### src/rtl/evt_uart_pkg.sv
package evt_uart_pkg;
    localparam int REG_W  = 32;
    localparam int BYTE_W = 8;

    typedef enum logic [2:0] {
        OFS_DATA = 3'd0,
        OFS_DIV  = 3'd1,
        OFS_STAT = 3'd2,
        OFS_CTRL = 3'd3,
        OFS_DBG  = 3'd4
    } reg_ofs_e;

    localparam int ST_RDY  = 0;
    localparam int ST_RXEV = 1;
    localparam int ST_TXEV = 2;
    localparam int CT_RXIE = 0;
    localparam int CT_TXIE = 1;

    typedef enum logic [1:0] {TX_IDLE, TX_START, TX_DATA, TX_STOP} tx_state_e;
    typedef enum logic [1:0] {RX_IDLE, RX_START, RX_DATA, RX_STOP} rx_state_e;
endpackage

### src/rtl/evt_uart_regs.sv
module evt_uart_regs
    import evt_uart_pkg::*;
#(
    parameter int WORD_W = 3,
    parameter int CNT_W  = 16
) (
    input  logic               clk,
    input  logic               rst_n,
    input  logic               aligned,
    input  logic [WORD_W-1:0]  word,
    input  logic               bus_wr,
    input  logic [3:0]         bus_be,
    input  logic [REG_W-1:0]   bus_wdata,
    output logic [REG_W-1:0]   bus_rdata,
    output logic               tx_start,
    output logic [BYTE_W-1:0]  tx_byte,
    input  logic               rx_valid,
    input  logic [BYTE_W-1:0]  rx_byte,
    output logic [CNT_W-1:0]   div_lo,
    output logic               irq
);
    logic [REG_W-1:0]  div_q, ctrl_q, dbg_q;
    logic [BYTE_W-1:0] rx_hold_q;
    logic              rx_evt_q, tx_evt_q;
    logic              wr_ok;
    logic              hit_data, hit_div, hit_stat, hit_ctrl, hit_dbg;

    assign wr_ok    = bus_wr && (&bus_be);
    assign hit_data = aligned && (int'(word) == int'(OFS_DATA));
    assign hit_div  = aligned && (int'(word) == int'(OFS_DIV));
    assign hit_stat = aligned && (int'(word) == int'(OFS_STAT));
    assign hit_ctrl = aligned && (int'(word) == int'(OFS_CTRL));
    assign hit_dbg  = aligned && (int'(word) == int'(OFS_DBG));

    always_ff @(posedge clk) begin
        if (!rst_n) begin
            div_q     <= '0;
            ctrl_q    <= '0;
            dbg_q     <= '0;
            rx_hold_q <= '0;
            rx_evt_q  <= 1'b0;
            tx_evt_q  <= 1'b0;
        end else begin
            if (wr_ok && hit_div)  div_q  <= bus_wdata;
            if (wr_ok && hit_ctrl) ctrl_q <= bus_wdata;
            if (wr_ok && hit_dbg)  dbg_q  <= bus_wdata;
            if (wr_ok && hit_data)
                tx_evt_q <= 1'b1;
            else if (wr_ok && hit_stat && bus_wdata[ST_TXEV])
                tx_evt_q <= 1'b0;
            if (rx_valid && !rx_evt_q) begin
                rx_hold_q <= rx_byte;
                rx_evt_q  <= 1'b1;
            end else if (wr_ok && hit_stat && bus_wdata[ST_RXEV]) begin
                rx_evt_q  <= 1'b0;
            end
        end
    end

    always_comb begin
        bus_rdata = '0;
        if (aligned) begin
            case (int'(word))
                int'(OFS_DATA): bus_rdata[BYTE_W-1:0] = rx_hold_q;
                int'(OFS_DIV):  bus_rdata = div_q;
                int'(OFS_STAT): begin
                    bus_rdata[ST_RDY]  = 1'b1;
                    bus_rdata[ST_RXEV] = rx_evt_q;
                    bus_rdata[ST_TXEV] = tx_evt_q;
                end
                int'(OFS_CTRL): bus_rdata = ctrl_q;
                int'(OFS_DBG):  bus_rdata = dbg_q;
                default:        bus_rdata = '0;
            endcase
        end
    end

    assign tx_start = wr_ok && hit_data;
    assign tx_byte  = bus_wdata[BYTE_W-1:0];
    assign div_lo   = div_q[CNT_W-1:0];
    assign irq      = (ctrl_q[CT_RXIE] && rx_evt_q) || (ctrl_q[CT_TXIE] && tx_evt_q);
endmodule

### src/rtl/evt_uart_tx.sv
module evt_uart_tx
    import evt_uart_pkg::*;
#(
    parameter int CNT_W = 16
) (
    input  logic              clk,
    input  logic              rst_n,
    input  logic [CNT_W-1:0]  bit_per,
    input  logic              start,
    input  logic [BYTE_W-1:0] byte_in,
    output logic              txd
);
    localparam int IDX_W = $clog2(BYTE_W);

    tx_state_e         state;
    logic [CNT_W-1:0]  cnt;
    logic [IDX_W-1:0]  idx;
    logic [BYTE_W-1:0] shift;

    always_ff @(posedge clk) begin
        if (!rst_n) begin
            state <= TX_IDLE;
            cnt   <= '0;
            idx   <= '0;
            shift <= '0;
        end else begin
            unique case (state)
                TX_IDLE: if (start) begin
                    shift <= byte_in;
                    cnt   <= bit_per - CNT_W'(1);
                    state <= TX_START;
                end
                TX_START: if (cnt == '0) begin
                    cnt   <= bit_per - CNT_W'(1);
                    idx   <= '0;
                    state <= TX_DATA;
                end else cnt <= cnt - CNT_W'(1);
                TX_DATA: if (cnt == '0) begin
                    cnt   <= bit_per - CNT_W'(1);
                    shift <= shift >> 1;
                    if (idx == IDX_W'(BYTE_W - 1)) state <= TX_STOP;
                    else idx <= idx + IDX_W'(1);
                end else cnt <= cnt - CNT_W'(1);
                TX_STOP: if (cnt == '0) state <= TX_IDLE;
                         else cnt <= cnt - CNT_W'(1);
            endcase
        end
    end

    always_comb begin
        unique case (state)
            TX_START: txd = 1'b0;
            TX_DATA:  txd = shift[0];
            default:  txd = 1'b1;
        endcase
    end
endmodule

### src/rtl/evt_uart_rx.sv
module evt_uart_rx
    import evt_uart_pkg::*;
#(
    parameter int CNT_W = 16
) (
    input  logic              clk,
    input  logic              rst_n,
    input  logic [CNT_W-1:0]  bit_per,
    input  logic              rxd,
    output logic              rx_valid,
    output logic [BYTE_W-1:0] rx_byte
);
    localparam int IDX_W = $clog2(BYTE_W);

    rx_state_e         state;
    logic [CNT_W-1:0]  cnt;
    logic [IDX_W-1:0]  idx;
    logic [BYTE_W-1:0] shift;
    logic [1:0]        sync;
    logic              rx_s;
    logic [CNT_W-1:0]  half;

    assign rx_s = sync[1];
    assign half = bit_per >> 1;

    always_ff @(posedge clk) begin
        if (!rst_n) begin
            sync  <= 2'b11;
            state <= RX_IDLE;
            cnt   <= '0;
            idx   <= '0;
            shift <= '0;
        end else begin
            sync <= {sync[0], rxd};
            unique case (state)
                RX_IDLE: if (!rx_s) begin
                    cnt   <= half - CNT_W'(1);
                    state <= RX_START;
                end
                RX_START: if (cnt == '0) begin
                    if (!rx_s) begin
                        cnt   <= bit_per - CNT_W'(1);
                        idx   <= '0;
                        state <= RX_DATA;
                    end else state <= RX_IDLE;
                end else cnt <= cnt - CNT_W'(1);
                RX_DATA: if (cnt == '0) begin
                    shift <= {rx_s, shift[BYTE_W-1:1]};
                    cnt   <= bit_per - CNT_W'(1);
                    if (idx == IDX_W'(BYTE_W - 1)) state <= RX_STOP;
                    else idx <= idx + IDX_W'(1);
                end else cnt <= cnt - CNT_W'(1);
                RX_STOP: if (cnt == '0) state <= RX_IDLE;
                         else cnt <= cnt - CNT_W'(1);
            endcase
        end
    end

    always_comb begin
        rx_valid = (state == RX_STOP) && (cnt == '0) && rx_s;
        rx_byte  = shift;
    end
endmodule

### src/rtl/evt_uart.sv
module evt_uart
    import evt_uart_pkg::*;
#(
    parameter int ADDR_W = 5,
    parameter int CNT_W  = 16
) (
    input  logic              clk,
    input  logic              rst_n,
    input  logic [ADDR_W-1:0] bus_addr,
    input  logic              bus_wr,
    input  logic [3:0]        bus_be,
    input  logic [REG_W-1:0]  bus_wdata,
    output logic [REG_W-1:0]  bus_rdata,
    output logic              irq,
    output logic              txd,
    input  logic              rxd
);
    localparam int WORD_W = ADDR_W - 2;

    logic              tx_start, rx_valid, aligned;
    logic [BYTE_W-1:0] tx_byte, rx_byte;
    logic [CNT_W-1:0]  div_lo, bit_per;

    assign aligned = (bus_addr[1:0] == 2'b00);
    assign bit_per = (div_lo < CNT_W'(2)) ? CNT_W'(2) : div_lo;

    evt_uart_regs #(.WORD_W(WORD_W), .CNT_W(CNT_W)) u_regs (
        .clk(clk), .rst_n(rst_n), .aligned(aligned),
        .word(bus_addr[ADDR_W-1:2]), .bus_wr(bus_wr), .bus_be(bus_be),
        .bus_wdata(bus_wdata), .bus_rdata(bus_rdata),
        .tx_start(tx_start), .tx_byte(tx_byte),
        .rx_valid(rx_valid), .rx_byte(rx_byte),
        .div_lo(div_lo), .irq(irq)
    );

    evt_uart_tx #(.CNT_W(CNT_W)) u_tx (
        .clk(clk), .rst_n(rst_n), .bit_per(bit_per),
        .start(tx_start), .byte_in(tx_byte), .txd(txd)
    );

    evt_uart_rx #(.CNT_W(CNT_W)) u_rx (
        .clk(clk), .rst_n(rst_n), .bit_per(bit_per),
        .rxd(rxd), .rx_valid(rx_valid), .rx_byte(rx_byte)
    );
endmodule

### config.mk
export PLATFORM = sky130hd
export DESIGN_NAME = evt_uart
export DESIGN_NICKNAME = d
export VERILOG_FILES = /design/src/rtl/evt_uart_pkg.sv /design/src/rtl/evt_uart_regs.sv /design/src/rtl/evt_uart_tx.sv /design/src/rtl/evt_uart_rx.sv /design/src/rtl/evt_uart.sv
export SDC_FILE = /design/constraint.sdc
export NUM_CORES = 1
export LEC_CHECK = 0
export ABC_AREA = 0
export BUFFER_PORTS_ARGS = -buffer_cell sky130_fd_sc_hd__buf_4
export CAP_MARGIN = 20
export CORE_MARGIN = 4
export CORE_UTILIZATION = 50
export CTS_CLUSTER_DIAMETER = 30
export DETAILED_ROUTE_END_ITERATION = 10
export GPL_TIMING_DRIVEN = 0
export HOLD_SLACK_MARGIN = 0.15
export PLACE_DENSITY = 0.67
export SLEW_MARGIN = 5
export SYNTH_ARGS = -nofsm -noshare
export SYNTH_HDL_FRONTEND = slang
export SYNTH_SLANG_ARGS = --single-unit
### constraint.sdc
create_clock -name clk -period 3.4 [get_ports clk]
set_input_delay 0.34 -clock clk [delete_from_list [all_inputs] [get_ports clk]]
set_output_delay 0.34 -clock clk [all_outputs]
set_load 0.05 [all_outputs]
Yosys cells after proc, flatten, opt, wreduce, memory -nomap -nowiden
Cells that the tools add are included.
{"block": "classes", "add_sub_neg": 6, "multipliers": 0, "div_mod_pow": 0, "order_cmp": 1, "n_eq_ne": 32, "shift": 0, "n_mux": 45, "n_bitwise": 0, "reduce_logical": 42}
{"cell": "16-bit 2-to-1 mux", "n": 9}
{"cell": "24-bit case mux with 3 select lines", "n": 1}
{"cell": "16-bit case mux with 4 select lines", "n": 1}
{"cell": "16-bit case mux with 3 select lines", "n": 1}
{"cell": "16-bit by 1-bit subtractor with 16-bit output (second input constant)", "n": 3}
{"cell": "16-bit zero test", "n": 2}
{"cell": "32-bit 2-to-1 mux", "n": 1}
{"cell": "2-bit 2-to-1 mux", "n": 11}
{"cell": "3-bit 2-to-1 mux", "n": 7}
{"cell": "5-bit case mux with 4 select lines", "n": 1}
{"cell": "3-bit == test (second input constant)", "n": 6}
{"cell": "1-bit logical AND", "n": 18}
{"cell": "16-bit by 2-bit less-than comparator with 1-bit output (second input constant)", "n": 1}
{"cell": "8-bit 2-to-1 mux", "n": 2}
{"cell": "2-bit by 1-bit inequality test with 1-bit output (second input constant)", "n": 8}
{"cell": "2-bit case mux with 4 select lines", "n": 2}
{"cell": "8-bit case mux with 2 select lines", "n": 1}
{"cell": "15-bit by 1-bit subtractor with 16-bit output (second input constant)", "n": 1}
{"cell": "3-bit case mux with 5 select lines", "n": 1}
{"cell": "5-bit AND reduction", "n": 3}
{"cell": "2-bit inequality test (second input constant)", "n": 7}
{"cell": "3-bit case mux with 2 select lines", "n": 2}
{"cell": "2-bit nonzero test", "n": 5}
{"cell": "3-bit by 2-bit == test with 1-bit output (second input constant)", "n": 3}
{"cell": "15 further kinds", "n": 29}
{"block": "totals", "register_bits": 166, "latchBits": 0, "mem_bits_rw": 0, "romBits": 0, "in_bits": 45, "out_inout_bits": 34, "word_cells": 141, "memories": 0}

Depth between registers and ports, before layout
{"block": "depth", "depth_word": 6, "depth_mapped": 11, "ltp_nobuf": 10}

By module
Synthesis repeated with hierarchy kept, for this count alone.
{"block": "unflattened", "cells_unflattened": 1222, "area_unflattened_um2": 10070.9}
{"mod": "evt_uart_regs", "instances": 1, "cells_each": 621, "area_each_um2": 5422.7, "seq_area_each_um2": 2122.0}
{"mod": "evt_uart_rx", "instances": 1, "cells_each": 327, "area_each_um2": 2436.1, "seq_area_each_um2": 620.6}
{"mod": "evt_uart_tx", "instances": 1, "cells_each": 252, "area_each_um2": 2090.8, "seq_area_each_um2": 580.6}
{"mod": "evt_uart", "instances": 1, "cells_each": 22, "area_each_um2": 121.4, "seq_area_each_um2": 0.0}

Worst setup path before layout
OpenSTA, ideal clock, no wires.
{"block": "synth_path", "path_kind": "input to output", "startpoint": "in bus_addr[2]", "endpoint": "out bus_rdata[0]", "arrival_time_ps": 2626, "required_time_ps": 3060, "setup_slack_ps": 434, "cell_stages": 7, "n_path_buf": 3, "path_cell_list": "clkbuf_1 > buf_1 > clkbuf_1 > a211oi_1 > nor3_1 > a21oi_1 > nor3_1"}
{"block": "synth_between", "elab_chain_len": 3}
{"element": "start, declared", "line": "evt_uart.sv:9", "rtl": "input logic [ADDR_W-1:0] bus_addr,"}
{"element": "3-bit == test, or another cell as far along", "line": "evt_uart_regs.sv:63", "rtl": "case (int'(word))"}
{"element": "3-bit case mux with 5 select lines (*)", "line": "evt_uart_regs.sv:63"}
{"element": "32-bit 2-to-1 mux (*)", "line": "evt_uart_regs.sv:62", "rtl": "if (aligned) begin"}
{"element": "end, declared", "line": "evt_uart.sv:13", "rtl": "output logic [REG_W-1:0] bus_rdata,"}
Every way passes the cells marked *; elsewhere a longest branch is shown, timed or not.

Final worst setup path
{"block": "layout_path", "startpoint": "reg u_regs.div_q[11]", "endpoint": "reg u_tx.cnt[7]"}
{"block": "layout_between", "elab_chain_len": 5}
{"element": "start, declared", "line": "evt_uart_regs.sv:22", "rtl": "logic [REG_W-1:0] div_q, ctrl_q, dbg_q;"}
{"element": "start signal, assigned", "line": "evt_uart_regs.sv:44", "rtl": "if (wr_ok && hit_div) div_q <= bus_wdata;"}
{"element": "16-bit by 2-bit less-than comparator with 1-bit output (*)", "line": "evt_uart.sv:25", "rtl": "assign bit_per = (div_lo < CNT_W'(2)) ? CNT_W'(2) : div_lo;"}
{"element": "16-bit 2-to-1 mux (*)", "line": "evt_uart.sv:25"}
{"element": "16-bit by 1-bit subtractor with 16-bit output (*)", "line": "evt_uart_tx.sv:30, evt_uart_tx.sv:34, evt_uart_tx.sv:39"}
{"element": "16-bit 2-to-1 mux (on tied branches)", "line": "evt_uart_tx.sv:33, evt_uart_tx.sv:38, evt_uart_tx.sv:28"}
{"element": "16-bit case mux with 3 select lines (*)", "line": "evt_uart_tx.sv:27", "rtl": "unique case (state)"}
{"element": "end signal, assigned", "line": "evt_uart_tx.sv:30", "rtl": "cnt <= bit_per - CNT_W'(1);"}
{"element": "end signal, assigned", "line": "evt_uart_tx.sv:34", "rtl": "cnt <= bit_per - CNT_W'(1);"}
{"element": "end signal, assigned", "line": "evt_uart_tx.sv:39", "rtl": "cnt <= bit_per - CNT_W'(1);"}
{"element": "end, declared", "line": "evt_uart_tx.sv:16", "rtl": "logic [CNT_W-1:0] cnt;"}
Every way passes the cells marked *; elsewhere a longest branch is shown, timed or not. The select of a mux whose other input is x is not followed.
A chain may end at the register's enable or synchronous reset.

==> results.sh <==
export IMPL_outcome="finished clean"
export IMPL_first_pass_iters=5
export IMPL_crit_arrival_ps=3550
export IMPL_ir_drop_uv=366
export IMPL_port_buffers=77
export IMPL_wl_met3_mm=2.14
export IMPL_crit_path_max_fanout=7
export IMPL_total_power_mw=5.62
export IMPL_grt_first_pass_wirelength_mm=43.3
export IMPL_ff2ff_setup_slack_ps=170
export IMPL_cts_tree="built"
export IMPL_fill_cells=1650
export IMPL_syn_cell_area_mm2=0.00887
export IMPL_hold_violations=0
export IMPL_async_flop_share=0
export IMPL_maxSlewHeadroom=0.412
export IMPL_leakage_nw=3.70
export IMPL_powerDensity_mw_per_mm2=535
export IMPL_antenna_found_initial=0
export IMPL_min_period_ps=3230
export IMPL_yosysTopAreaCell="dfxtp_1"
export IMPL_clockBufferDepth=2
export IMPL_clk_latency_ps=440
export IMPL_hp_class="in2reg"
export IMPL_wl_met1_mm=11.9
export IMPL_drcViolationCount=0
export IMPL_die_area_mm2=0.0199
export IMPL_final_common_cell="nand2_1"
export IMPL_drt_iter0_markers=637
export IMPL_nets=1341
export IMPL_synth_fa_ha_area_frac=0.0268
export IMPL_dr_total_vias=8866
export IMPL_synthSimpleGateAreaFrac=0.258
export IMPL_final_antenna_net_count=0
export IMPL_wl_met2_mm=12.7
export IMPL_synth_seq_cells=166
export IMPL_synth_seq_area_share=0.375
export IMPL_synth_area_mux_share=0.0382
export IMPL_pin_count=79
export IMPL_final_cell_mix="257 x nand2_1, 168 x a21oi_1, 165 x dfxtp_1"
export IMPL_die_w_um=141
export IMPL_core_area_mm2=0.0174
export IMPL_yosysTopAreaCellShare=0.375
export IMPL_num_rows=48
export IMPL_avgSynthCellArea_um2=7.55
export IMPL_rsz0062_at_grt="false"
export IMPL_synthFlopType="dfxtp_1"
export IMPL_synth_xor_area_frac=0.0336
export IMPL_critPathLaunchType="register"
export IMPL_critPathCaptureType="register"
export IMPL_slew_violations=0
export IMPL_synth_top_family_by_area="simple AND/OR/NAND/NOR gates"
export IMPL_grt_max_degree=19
export IMPL_setup_violations=0
export IMPL_worstPathRequired_ps=3730
export IMPL_start_util=0.511
export IMPL_num_antenna_cells=0
export IMPL_stdcell_count=1515
export IMPL_fmax_mhz=310
export IMPL_gp_congestion=0.964
export IMPL_numCtsBuffers=17
export IMPL_route_top_layer_used="met4"
export IMPL_yosysUniqueCellTypes=80
export IMPL_grt_ovfl_total=0
export IMPL_crit_type="reg2reg"
export IMPL_synth_edff_count=0
export IMPL_min_period_over_period=0.949
export IMPL_routedWlPerCell_um=17.9
export IMPL_dpl_cell_count=1477
export IMPL_clk_transition_reported_paths_ps=70
export IMPL_root_buffer="clkbuf_16"
export IMPL_worst_pin_slew_ps=882
export IMPL_max_cap_violations=0
export IMPL_drt_vias_per_instance=5.85
export IMPL_synth_nets=1239
export IMPL_grt_pass1_vias=8246
export IMPL_synthTopCellsByArea="dfxtp_1 37%, nand2_1 11%, a21oi_1 9.5%, nor2_1 4.6%, clkbuf_1 3.3%"
export IMPL_htreeDepth=4
export IMPL_grt_usage=0.270
export IMPL_wl_mm=27.1
export IMPL_drive_above_1_share=0.122
export IMPL_skew_ps=12.8
export IMPL_syn_instance_count=1175
export IMPL_clock_sinks=166
export IMPL_die_y_um=141
export IMPL_synth_compound_area_share=0.221
export IMPL_final_util=0.605
export IMPL_syn_to_final_growth_pct=18.3
export IMPL_ys_warnings_count=0
export IMPL_dp_hpwl_mm=19.8
critical path, cell delays in order, from the launching register on:
cell and delay (ps):
dfxtp_1 310, clkbuf_1 360, nor4_4 90, and4_1 260, nor2_1 190, ha_1 250, nor3b_4 370, nor3b_1 340
o21ai_0 170, xor2_1 410, o32ai_1 160, o21a_1 190
cells by family after synthesis:
logic type / count (synthesis)
mux: 31
compound gates: 319
buf+inv: 107
simple gates: 499
xor+xnor: 34
fa+ha+maj: 19
flops: 166
sequential cells by signal, summed over array words and instances (netlist names), named ones only:
register,count
u_regs.ctrl_q,32
u_regs.dbg_q,32
u_regs.div_q,32
u_rx.cnt,16
u_tx.cnt,16
u_regs.rx_hold_q,8
u_rx.rx_byte,8
u_tx.shift,8
u_rx.idx,3
u_tx.idx,3
u_rx.sync,2
u_tx.state,2
u_regs.rx_evt_q,1
u_regs.tx_evt_q,1
u_rx.state,1
what timing repair did:
item	CTS	global route
setup buffers	0	4
hold buffers	6	0
setup endpoints to repair	19	17
pin swaps	0	2
hold endpoints to repair	7	0
resized for setup	6	4
per-stage QoR:
step	area, µm²	TNS, ps	hold WS, ps	setup WS (ps)
5_1_grt	10500	0	158	9.52
4_1_cts	10500	0	150	15.0
6_report	10500	0	160	173
2_1_floorplan	8870	0	386	434
3_3_place_gp	9730	-3640	388	-466
3_5_place_dp	9730	-4050	396	-504
Yosys cell counts, drive strengths merged, types with 3 or more instances:
library cell and count:
o32ai 3, nand3 25, a211oi 11, a31oi 9, nor3 17, nand2 257, a221oi 5, and4b 3
a21boi 6, nand4b 3, o21ai 37, xor2 9, nand3b 4, or2 5, or4 5, a22oi 32
a32o 4, o2bb2ai 3, or3 6, o31ai 4, o22ai 3, a21oi 169, clkbuf 78, buf 11
mux2i 29, inv 17, nor4 16, ha 19, nand4 8, nand2b 6, a211o 4, o211ai 3
and2 13, a2bb2oi 3, nor2b 7, nor2 109, nor3b 8, dfxtp 166, xnor2 25
final timing paths:
kind	cells after the start	endpoint	start
hold / removal	3	u_regs.dbg_q[17]$_SDFFE_PN0P_	bus_wdata[17]
hold reg to reg	1	u_rx.sync[1]$_SDFF_PN1_	u_rx.sync[0]$_SDFF_PN1_
setup / recovery	11	u_tx.cnt[7]$_SDFFE_PN0P_	u_regs.div_q[11]$_SDFFE_PN0P_
setup reg to reg	11	u_tx.cnt[7]$_SDFFE_PN0P_	u_regs.div_q[11]$_SDFFE_PN0P_
routing by layer:
layer / GRT usage / vias to the layer above
met1: 0.374 / 4188
met3: 0.0658 / 33
met5: 0 / -
met4: 0.0653 / 0
li1: - / 4313
met2: 0.425 / 332
cell type report:
cell class              instances  area, µm²  share of cell area
plain buffers                  84        339              0.0323
clock buffers                  17        425              0.0405
clock inverters                15        204              0.0194
inverters                      18       67.6             0.00644
multi-input cells             902       5180               0.494
flip-flops and latches        166       3320               0.317
well taps                     225        282              0.0268
repair buffers                 88        673              0.0641
power breakdown:
group	switching, mW	total (mW)	leakage (nW)	internal (mW)
clock	0.937	2.07	0.303	1.13
sequential	0.0789	2.09	1.34	2.01
combinational	0.937	1.46	2.06	0.522
(Power assumes the default switching activity.)
